`src/rtl/pwm4_pkg.sv`:
```
package pwm4_pkg;
  localparam int unsigned MODE_WORD  = 0;
  localparam int unsigned CNTEN_WORD = 1;
  localparam int unsigned FREQ_BASE  = 2;
  localparam int unsigned BYP_LSB    = 8;
  localparam int unsigned SEL_LSB    = 8;

  function automatic int unsigned duty_word(int unsigned nch, int unsigned ch);
    return FREQ_BASE + nch + ch;
  endfunction
endpackage

```
`src/rtl/pwm4_regs.sv`:
```
module pwm4_regs #(
  parameter int unsigned NCH    = 4,
  parameter int unsigned FREQ_W = 16,
  parameter int unsigned DUTY_W = 8,
  parameter int unsigned ADDR_W = 8,
  parameter int unsigned SEL_W  = $clog2(NCH)
) (
  input  logic                         clk,
  input  logic                         rst_n,
  input  logic                         wr_en,
  input  logic                         rd_en,
  input  logic [ADDR_W-1:0]            addr,
  input  logic [31:0]                  wdata,
  output logic [31:0]                  rdata,
  output logic [NCH-1:0]               en_o,
  output logic [NCH-1:0]               byp_o,
  output logic [NCH-1:0]               cnten_o,
  output logic [NCH-1:0][FREQ_W-1:0]   freq_o,
  output logic [NCH-1:0][DUTY_W-1:0]   duty_o,
  output logic [NCH-1:0][SEL_W-1:0]    sel_o
);
  import pwm4_pkg::*;

  logic [NCH-1:0]             en_q, en_d, byp_q, byp_d, cnten_q, cnten_d;
  logic [NCH-1:0][FREQ_W-1:0] freq_q, freq_d;
  logic [NCH-1:0][DUTY_W-1:0] duty_q, duty_d;
  logic [NCH-1:0][SEL_W-1:0]  sel_q, sel_d;
  logic [31:0]                rd_val, rdata_d, rdata_q;
  logic                       aligned;
  int unsigned                word;
  logic                       unused_wdata;

  assign aligned      = (addr[1:0] == 2'b00);
  assign word         = 32'(addr[ADDR_W-1:2]);
  assign unused_wdata = &{1'b0, wdata[31:16]};

  always_comb begin
    en_d    = en_q;
    byp_d   = byp_q;
    cnten_d = cnten_q;
    freq_d  = freq_q;
    duty_d  = duty_q;
    sel_d   = sel_q;
    if (wr_en && aligned) begin
      if (word == MODE_WORD) begin
        en_d  = wdata[NCH-1:0];
        byp_d = wdata[BYP_LSB +: NCH];
      end
      if (word == CNTEN_WORD) cnten_d = wdata[NCH-1:0];
      for (int c = 0; c < NCH; c++) begin
        if (word == FREQ_BASE + c) freq_d[c] = wdata[FREQ_W-1:0];
        if (word == duty_word(NCH, c)) begin
          duty_d[c] = wdata[DUTY_W-1:0];
          sel_d[c]  = wdata[SEL_LSB +: SEL_W];
        end
      end
    end
  end

  always_comb begin
    rd_val = '0;
    if (aligned) begin
      if (word == MODE_WORD) begin
        rd_val[NCH-1:0]       = en_q;
        rd_val[BYP_LSB +: NCH] = byp_q;
      end
      if (word == CNTEN_WORD) rd_val[NCH-1:0] = cnten_q;
      for (int c = 0; c < NCH; c++) begin
        if (word == FREQ_BASE + c) rd_val[FREQ_W-1:0] = freq_q[c];
        if (word == duty_word(NCH, c)) begin
          rd_val[DUTY_W-1:0]      = duty_q[c];
          rd_val[SEL_LSB +: SEL_W] = sel_q[c];
        end
      end
    end
    rdata_d = rd_en ? rd_val : '0;
  end

  always_ff @(posedge clk or negedge rst_n) begin
    if (!rst_n) begin
      en_q    <= '0;
      byp_q   <= '0;
      cnten_q <= '0;
      freq_q  <= '0;
      duty_q  <= '0;
      sel_q   <= '0;
      rdata_q <= '0;
    end else begin
      en_q    <= en_d;
      byp_q   <= byp_d;
      cnten_q <= cnten_d;
      freq_q  <= freq_d;
      duty_q  <= duty_d;
      sel_q   <= sel_d;
      rdata_q <= rdata_d;
    end
  end

  assign rdata   = rdata_q;
  assign en_o    = en_q;
  assign byp_o   = byp_q;
  assign cnten_o = cnten_q;
  assign freq_o  = freq_q;
  assign duty_o  = duty_q;
  assign sel_o   = sel_q;

  assert_wr_freq0_R2: assert property (@(posedge clk) disable iff (!rst_n)
    (wr_en && aligned && word == FREQ_BASE) |=> (freq_q[0] == $past(wdata[FREQ_W-1:0])));
  assert_wr_cnten_R2: assert property (@(posedge clk) disable iff (!rst_n)
    (wr_en && aligned && word == CNTEN_WORD) |=> (cnten_q == $past(wdata[NCH-1:0])));
endmodule

```
`src/rtl/pwm4_prescaler.sv`:
```
module pwm4_prescaler #(
  parameter int unsigned FREQ_W = 16
) (
  input  logic              clk,
  input  logic              rst_n,
  input  logic              cnt_en_i,
  input  logic [FREQ_W-1:0] freq_i,
  output logic              tick_o
);
  logic [FREQ_W-1:0] cnt_q, cnt_d;
  logic              run;

  assign run    = cnt_en_i && (freq_i != '0);
  assign tick_o = run && (cnt_q >= freq_i - 1'b1);

  always_comb begin
    if (!run || tick_o) cnt_d = '0;
    else                cnt_d = cnt_q + 1'b1;
  end

  always_ff @(posedge clk or negedge rst_n) begin
    if (!rst_n) cnt_q <= '0;
    else        cnt_q <= cnt_d;
  end

  assert_tick_restart_R3: assert property (@(posedge clk) disable iff (!rst_n)
    tick_o |=> (cnt_q == '0));
  assert_gate_hold_R7: assert property (@(posedge clk) disable iff (!rst_n)
    (!cnt_en_i) |=> (cnt_q == '0));
  assert_zero_div_R8: assert property (@(posedge clk) disable iff (!rst_n)
    (freq_i == '0) |=> (cnt_q == '0));
endmodule

```
`src/rtl/pwm4_channel.sv`:
```
module pwm4_channel #(
  parameter int unsigned NCH    = 4,
  parameter int unsigned DUTY_W = 8,
  parameter int unsigned SEL_W  = $clog2(NCH)
) (
  input  logic              clk,
  input  logic              rst_n,
  input  logic [NCH-1:0]    tick_i,
  input  logic [SEL_W-1:0]  sel_i,
  input  logic              cnt_en_i,
  input  logic              en_i,
  input  logic              byp_i,
  input  logic [DUTY_W-1:0] duty_i,
  output logic              pwm_o
);
  logic [DUTY_W-1:0] dc_q, dc_d;
  logic              step;

  assign step = tick_i[sel_i];

  always_comb begin
    if (!cnt_en_i) dc_d = '0;
    else if (step) dc_d = dc_q + 1'b1;
    else           dc_d = dc_q;
  end

  always_ff @(posedge clk or negedge rst_n) begin
    if (!rst_n) dc_q <= '0;
    else        dc_q <= dc_d;
  end

  assign pwm_o = en_i && (byp_i || (dc_q < duty_i));

  assert_hold_zero_R7: assert property (@(posedge clk) disable iff (!rst_n)
    (!cnt_en_i) |=> (dc_q == '0));
  assert_no_step_R3: assert property (@(posedge clk) disable iff (!rst_n)
    (cnt_en_i && !step) |=> $stable(dc_q));
  assert_step_wrap_R3: assert property (@(posedge clk) disable iff (!rst_n)
    (cnt_en_i && step) |=> (dc_q == DUTY_W'($past(dc_q) + 1'b1)));
endmodule

```
`src/rtl/pwm4_ctrl.sv`:
```
module pwm4_ctrl #(
  parameter int unsigned NCH    = 4,
  parameter int unsigned FREQ_W = 16,
  parameter int unsigned DUTY_W = 8,
  parameter int unsigned ADDR_W = 8
) (
  input  logic              clk,
  input  logic              rst_n,
  input  logic              wr_en,
  input  logic              rd_en,
  input  logic [ADDR_W-1:0] addr,
  input  logic [31:0]       wdata,
  output logic [31:0]       rdata,
  output logic [NCH-1:0]    pwm_out
);
  localparam int unsigned SEL_W = $clog2(NCH);

  logic                       rst_s1, rst_s2;
  logic [NCH-1:0]             en, byp, cnten, tick;
  logic [NCH-1:0][FREQ_W-1:0] freq;
  logic [NCH-1:0][DUTY_W-1:0] duty;
  logic [NCH-1:0][SEL_W-1:0]  sel;

  always_ff @(posedge clk or negedge rst_n) begin
    if (!rst_n) begin
      rst_s1 <= 1'b0;
      rst_s2 <= 1'b0;
    end else begin
      rst_s1 <= 1'b1;
      rst_s2 <= rst_s1;
    end
  end

  pwm4_regs #(.NCH(NCH), .FREQ_W(FREQ_W), .DUTY_W(DUTY_W), .ADDR_W(ADDR_W), .SEL_W(SEL_W)) regs_i (
    .clk(clk), .rst_n(rst_s2), .wr_en(wr_en), .rd_en(rd_en), .addr(addr), .wdata(wdata),
    .rdata(rdata), .en_o(en), .byp_o(byp), .cnten_o(cnten), .freq_o(freq), .duty_o(duty),
    .sel_o(sel)
  );

  for (genvar c = 0; c < NCH; c++) begin : g_ch
    pwm4_prescaler #(.FREQ_W(FREQ_W)) div_i (
      .clk(clk), .rst_n(rst_s2), .cnt_en_i(cnten[c]), .freq_i(freq[c]), .tick_o(tick[c])
    );
    pwm4_channel #(.NCH(NCH), .DUTY_W(DUTY_W), .SEL_W(SEL_W)) ch_i (
      .clk(clk), .rst_n(rst_s2), .tick_i(tick), .sel_i(sel[c]), .cnt_en_i(cnten[c]),
      .en_i(en[c]), .byp_i(byp[c]), .duty_i(duty[c]), .pwm_o(pwm_out[c])
    );
  end

  assert_reset_quiet_R1: assert property (@(posedge clk)
    (!rst_s2) |-> (pwm_out == '0));
endmodule

```
`config.mk`:
```
export PLATFORM = sky130hd
export DESIGN_NAME = pwm4_ctrl
export DESIGN_NICKNAME = d
export VERILOG_FILES = /design/src/rtl/pwm4_pkg.sv /design/src/rtl/pwm4_regs.sv /design/src/rtl/pwm4_prescaler.sv /design/src/rtl/pwm4_channel.sv /design/src/rtl/pwm4_ctrl.sv
export SDC_FILE = /design/constraint.sdc
export NUM_CORES = 1
export LEC_CHECK = 0
export BUFFER_PORTS_ARGS = -buffer_cell sky130_fd_sc_hd__buf_4
export CORE_AREA = 4 4 171 173
export CTS_CLUSTER_SIZE = 16
export DETAILED_ROUTE_END_ITERATION = 8
export DIE_AREA = 0 0 175 177
export PLACE_DENSITY = 0.67
export SLEW_MARGIN = 40
export SYNTH_ARGS = -nofsm -noshare
export SYNTH_HDL_FRONTEND = slang
export SYNTH_SLANG_ARGS = --single-unit
```
`constraint.sdc`:
```
create_clock -name clk -period 9.7 [get_ports clk]
set_clock_uncertainty 0.15 [all_clocks]
set_input_delay 0 -clock clk [delete_from_list [all_inputs] [get_ports clk]]
set_output_delay 0 -clock clk [all_outputs]
set_load 0.005 [all_outputs]
```
==> out/metrics.cfg <==
[outcome]
status=finished clean

[detailed_routing]
vias=9976
wl_met1_um=15200
viasPerCell=5.58
firstDrtPassIters=6
drc=0
drt_iter0_markers=825
routed_wl_um=32400
ant_nets=0
avgRoutedWirePerCell_um=18.1
highest_layer=met4
dr_wl_met2_um=15000
wl_met3_um=1400

[sta]
setup_viol=0
layout_min_cycle_time_ns=4.85
post-route-period-util=0.500
maxSlewViolCount=0
whs_ns=0.0667
relSlewSlack=0.431
tns_ns=0
rsz0062_at_grt=false
tightest_slew_ns=0.853
hold_viol=0
fmax_mhz=206

[worst_setup_path]
cpMaxStageDelayCell=mux4_2
startpoint_type=flip-flop
cp_common_cell=nor4_1
crit_start=regs_i.freq_o[35]$_DFFE_PN0P_
worstPathCellList=nor4_1, nor4b_1, nand2_1, or2_2, nor4_1, xnor2_1, ha_1, a21oi_1, o21ai_0, nand4b_1, o22a_1, nor2b_1, mux4_2, and3_1, o21a_1
critical_path_arrival_ns=5.11
required_ns=9.96
slowest_delay_ns=0.66
regToRegStartpoint=regs_i.freq_o[35]$_DFFE_PN0P_
critical_path.max_fanout=11
crit_type=flip-flop to flip-flop
end_kind=flip-flop

[global_routing]
grt_pass1_wl_um=52700
grt_max_degree=88
grt_pass1_vias=9806
grtUsageTotal=0.211
antenna_found_initial=0
gr-total-overflow=0

[clock_network]
clock_latency_ns=0.53
cts_made_buffers=26
cts_tree=done
htree_levels=1
cts_buffer_depth=3
cts.sinks=230
clockRootBuffer=clkbuf_16
clkTransAtPathRegs_ns=0.06

[cells_and_area]
diodes=0
areaGrowthSynthToFinish_pct=13.9
fin_area_mm2=0.0155
drive_gt1_frac=0.162
nNetsFinal=1537
fin_cells=1787

[placement]
place_inst=1707
placed_area_mm2=0.0143
place_congestion=0.889
hpwlAfterDp_um=23500
port-buffer-count=47

[floorplanning]
die_x_um=175
core-area_mm2=0.0276
die_h_um=177
initial_core_util=0.493
die_area_mm2=0.0310
ios=80
core.rowCount=61

[synth]
yosysWarnings=0
ys_async_sr_fraction=1.00
syn_inst=1325
syn_area_mm2=0.0136
synth-edff-count=0
ys_ff_latch=230
post_synth_num_cell_types=65
avgSynthCellArea_um2=10.3
synth_top_flop_cell=dfrtp_1
synth-seq-area-share=0.423

[power_and_ir_drop]
finalPower_w=0.00239
ir_drop_uv=109
power_density_mw_per_mm2=154
p_leak_nw=7.28

[run]
drv_cap=0

[min_path]
hold_class=input pin to flip-flop
hp-start=addr[2]

[critical path: cells and delay by family (launching register included)]
family	cells	cell delay, ns
muxes	1	0.66
xor gates and xnor gates	1	0.17
DFF	1	0.46
and+or+nand+nor	8	2.41
adders and majority gates	1	0.27
AOI/OAI and AO/OA	4	0.62
[final cells by class]
type                       count  area, um^2
timing repair buffer          85         763
clock buffer                  34         742
inverter                      60         225
tap                          378         473
sequential                   230        5760
fill                        2407       12100
clock inverter                14         185
multi-input combinational    986        7370
[flip-flops by register name, summed over array words and instances (netlist names)]
name and flops:
g_ch.div_i.cnt_q 64, regs_i.freq_o 64, g_ch.ch_i.dc_q 32, regs_i.duty_o 32, regs_i.rdata 16, regs_i.sel_o 8
regs_i.byp_o 4, regs_i.cnten_o 4, regs_i.en_o 4, rst_s1 1, rst_s2 1
[power breakdown]
part / internal (W) / switching, W
logic: 0.000141 / 0.000168
clock network: 0.000646 / 0.000405
registers: 0.000985 / 0.0000400
total: 0.00177 / 0.000613
[cells in the mapped netlist, types with 13 or more instances]
cell type,instances,share of area
a21o_1,20,0.011
a21oi_1,50,0.018
a22oi_1,17,0.0094
and3_1,27,0.012
buf_4,21,0.012
clkbuf_1,35,0.0096
dfrtp_1,230,0.42
ha_1,104,0.096
inv_1,60,0.017
mux2_2,108,0.089
mux2i_1,18,0.013
nand2_1,91,0.025
nand2b_1,23,0.011
nand3_1,45,0.017
nand4_1,20,0.0092
nor2_1,124,0.034
nor3_1,18,0.0066
nor4_1,13,0.0060
o21ai_0,36,0.013
xnor2_1,59,0.038
xor2_1,57,0.037
[kinds of logic (layout without fill, tap and decap cells)]
kind of cell / count (synthesis) / in the layout / share of synthesized area
other: 2 / 17 / 0.000551
adders and majority gates: 104 / 104 / 0.0955
xor gates and xnor gates: 116 / 116 / 0.0746
and+or+nand+nor: 419 / 419 / 0.153
muxes: 138 / 138 / 0.117
AOI/OAI and AO/OA: 192 / 192 / 0.0951
buffers and inverters: 124 / 193 / 0.0417
DFF: 230 / 230 / 0.423
[per-layer routing]
layer  up-vias  track usage
met5         -            0
met4         0       0.0530
met3        52       0.0278
met2       190        0.342
met1      4932        0.302
li1       4802            -
[path summary, 6_finish.rpt]
check	end	slack, ns	depth (start not counted)
max	g_ch[3].ch_i.dc_q[7]$_DFFE_PN0P_	4.85	15
min	regs_i.duty_o[11]$_DFFE_PN0P_	0.07	5
max reg2reg	g_ch[3].ch_i.dc_q[7]$_DFFE_PN0P_	4.85	15
min reg2reg	g_ch[1].div_i.cnt_q[7]$_DFF_PN0_	0.10	0
max in group asynchronous	g_ch[0].div_i.cnt_q[2]$_DFF_PN0_	8.07	2
min in group asynchronous	g_ch[1].div_i.cnt_q[7]$_DFF_PN0_	0.10	0
[stage by stage]
step / setup WS (ns) / utilization
finish: 4.85 / 0.562
global placement: 5.03 / 0.514
CTS: 4.86 / 0.562
detailed placement: 4.94 / 0.516
floorplan: 2.67 / -
global route: 4.53 / 0.562
[layout by cell type (no fill, tap or decap), types with 5 or more instances in the layout]
master         synthesis  final
buf_4                 21     50
and3_1                27     27
o21ai_0               36     36
a22oi_1               17     17
xor2_1                57     57
o21a_1                 9      9
nand4_1               20     20
clkbuf_16              0     27
nor2_1               124    123
conb_1                 2     17
dfrtp_1              230    229
a221oi_1               9      9
nand3_1               45     45
dlygate4sd3_1          0     32
clkinv_2               0      5
nor4_1                13     13
nand2b_1              23     23
o2111ai_1              5      5
nor3_1                18     17
xnor2_1               59     59
nor3b_1               11     10
and2_1                 6      6
inv_1                 60     60
nor2b_1               11     11
ha_1                 104    104
or4_1                  6      6
mux4_2                 6      6
a21oi_1               50     50
mux2_2               108    108
nand2_1               91     91
or2_2                  5      5
a211oi_1              11     11
mux2i_1               18     18
mux2_1                 6      6
a21o_1                20     20
[what timing repair did]
item | in CTS | in global routing
setup buffers | 0 | 0
endpoints found under the hold margin | 134 | 0
hold buffers | 32 | 0
resized for setup | 0 | 0
No activity file was read; power rests on OpenSTA's default activity.
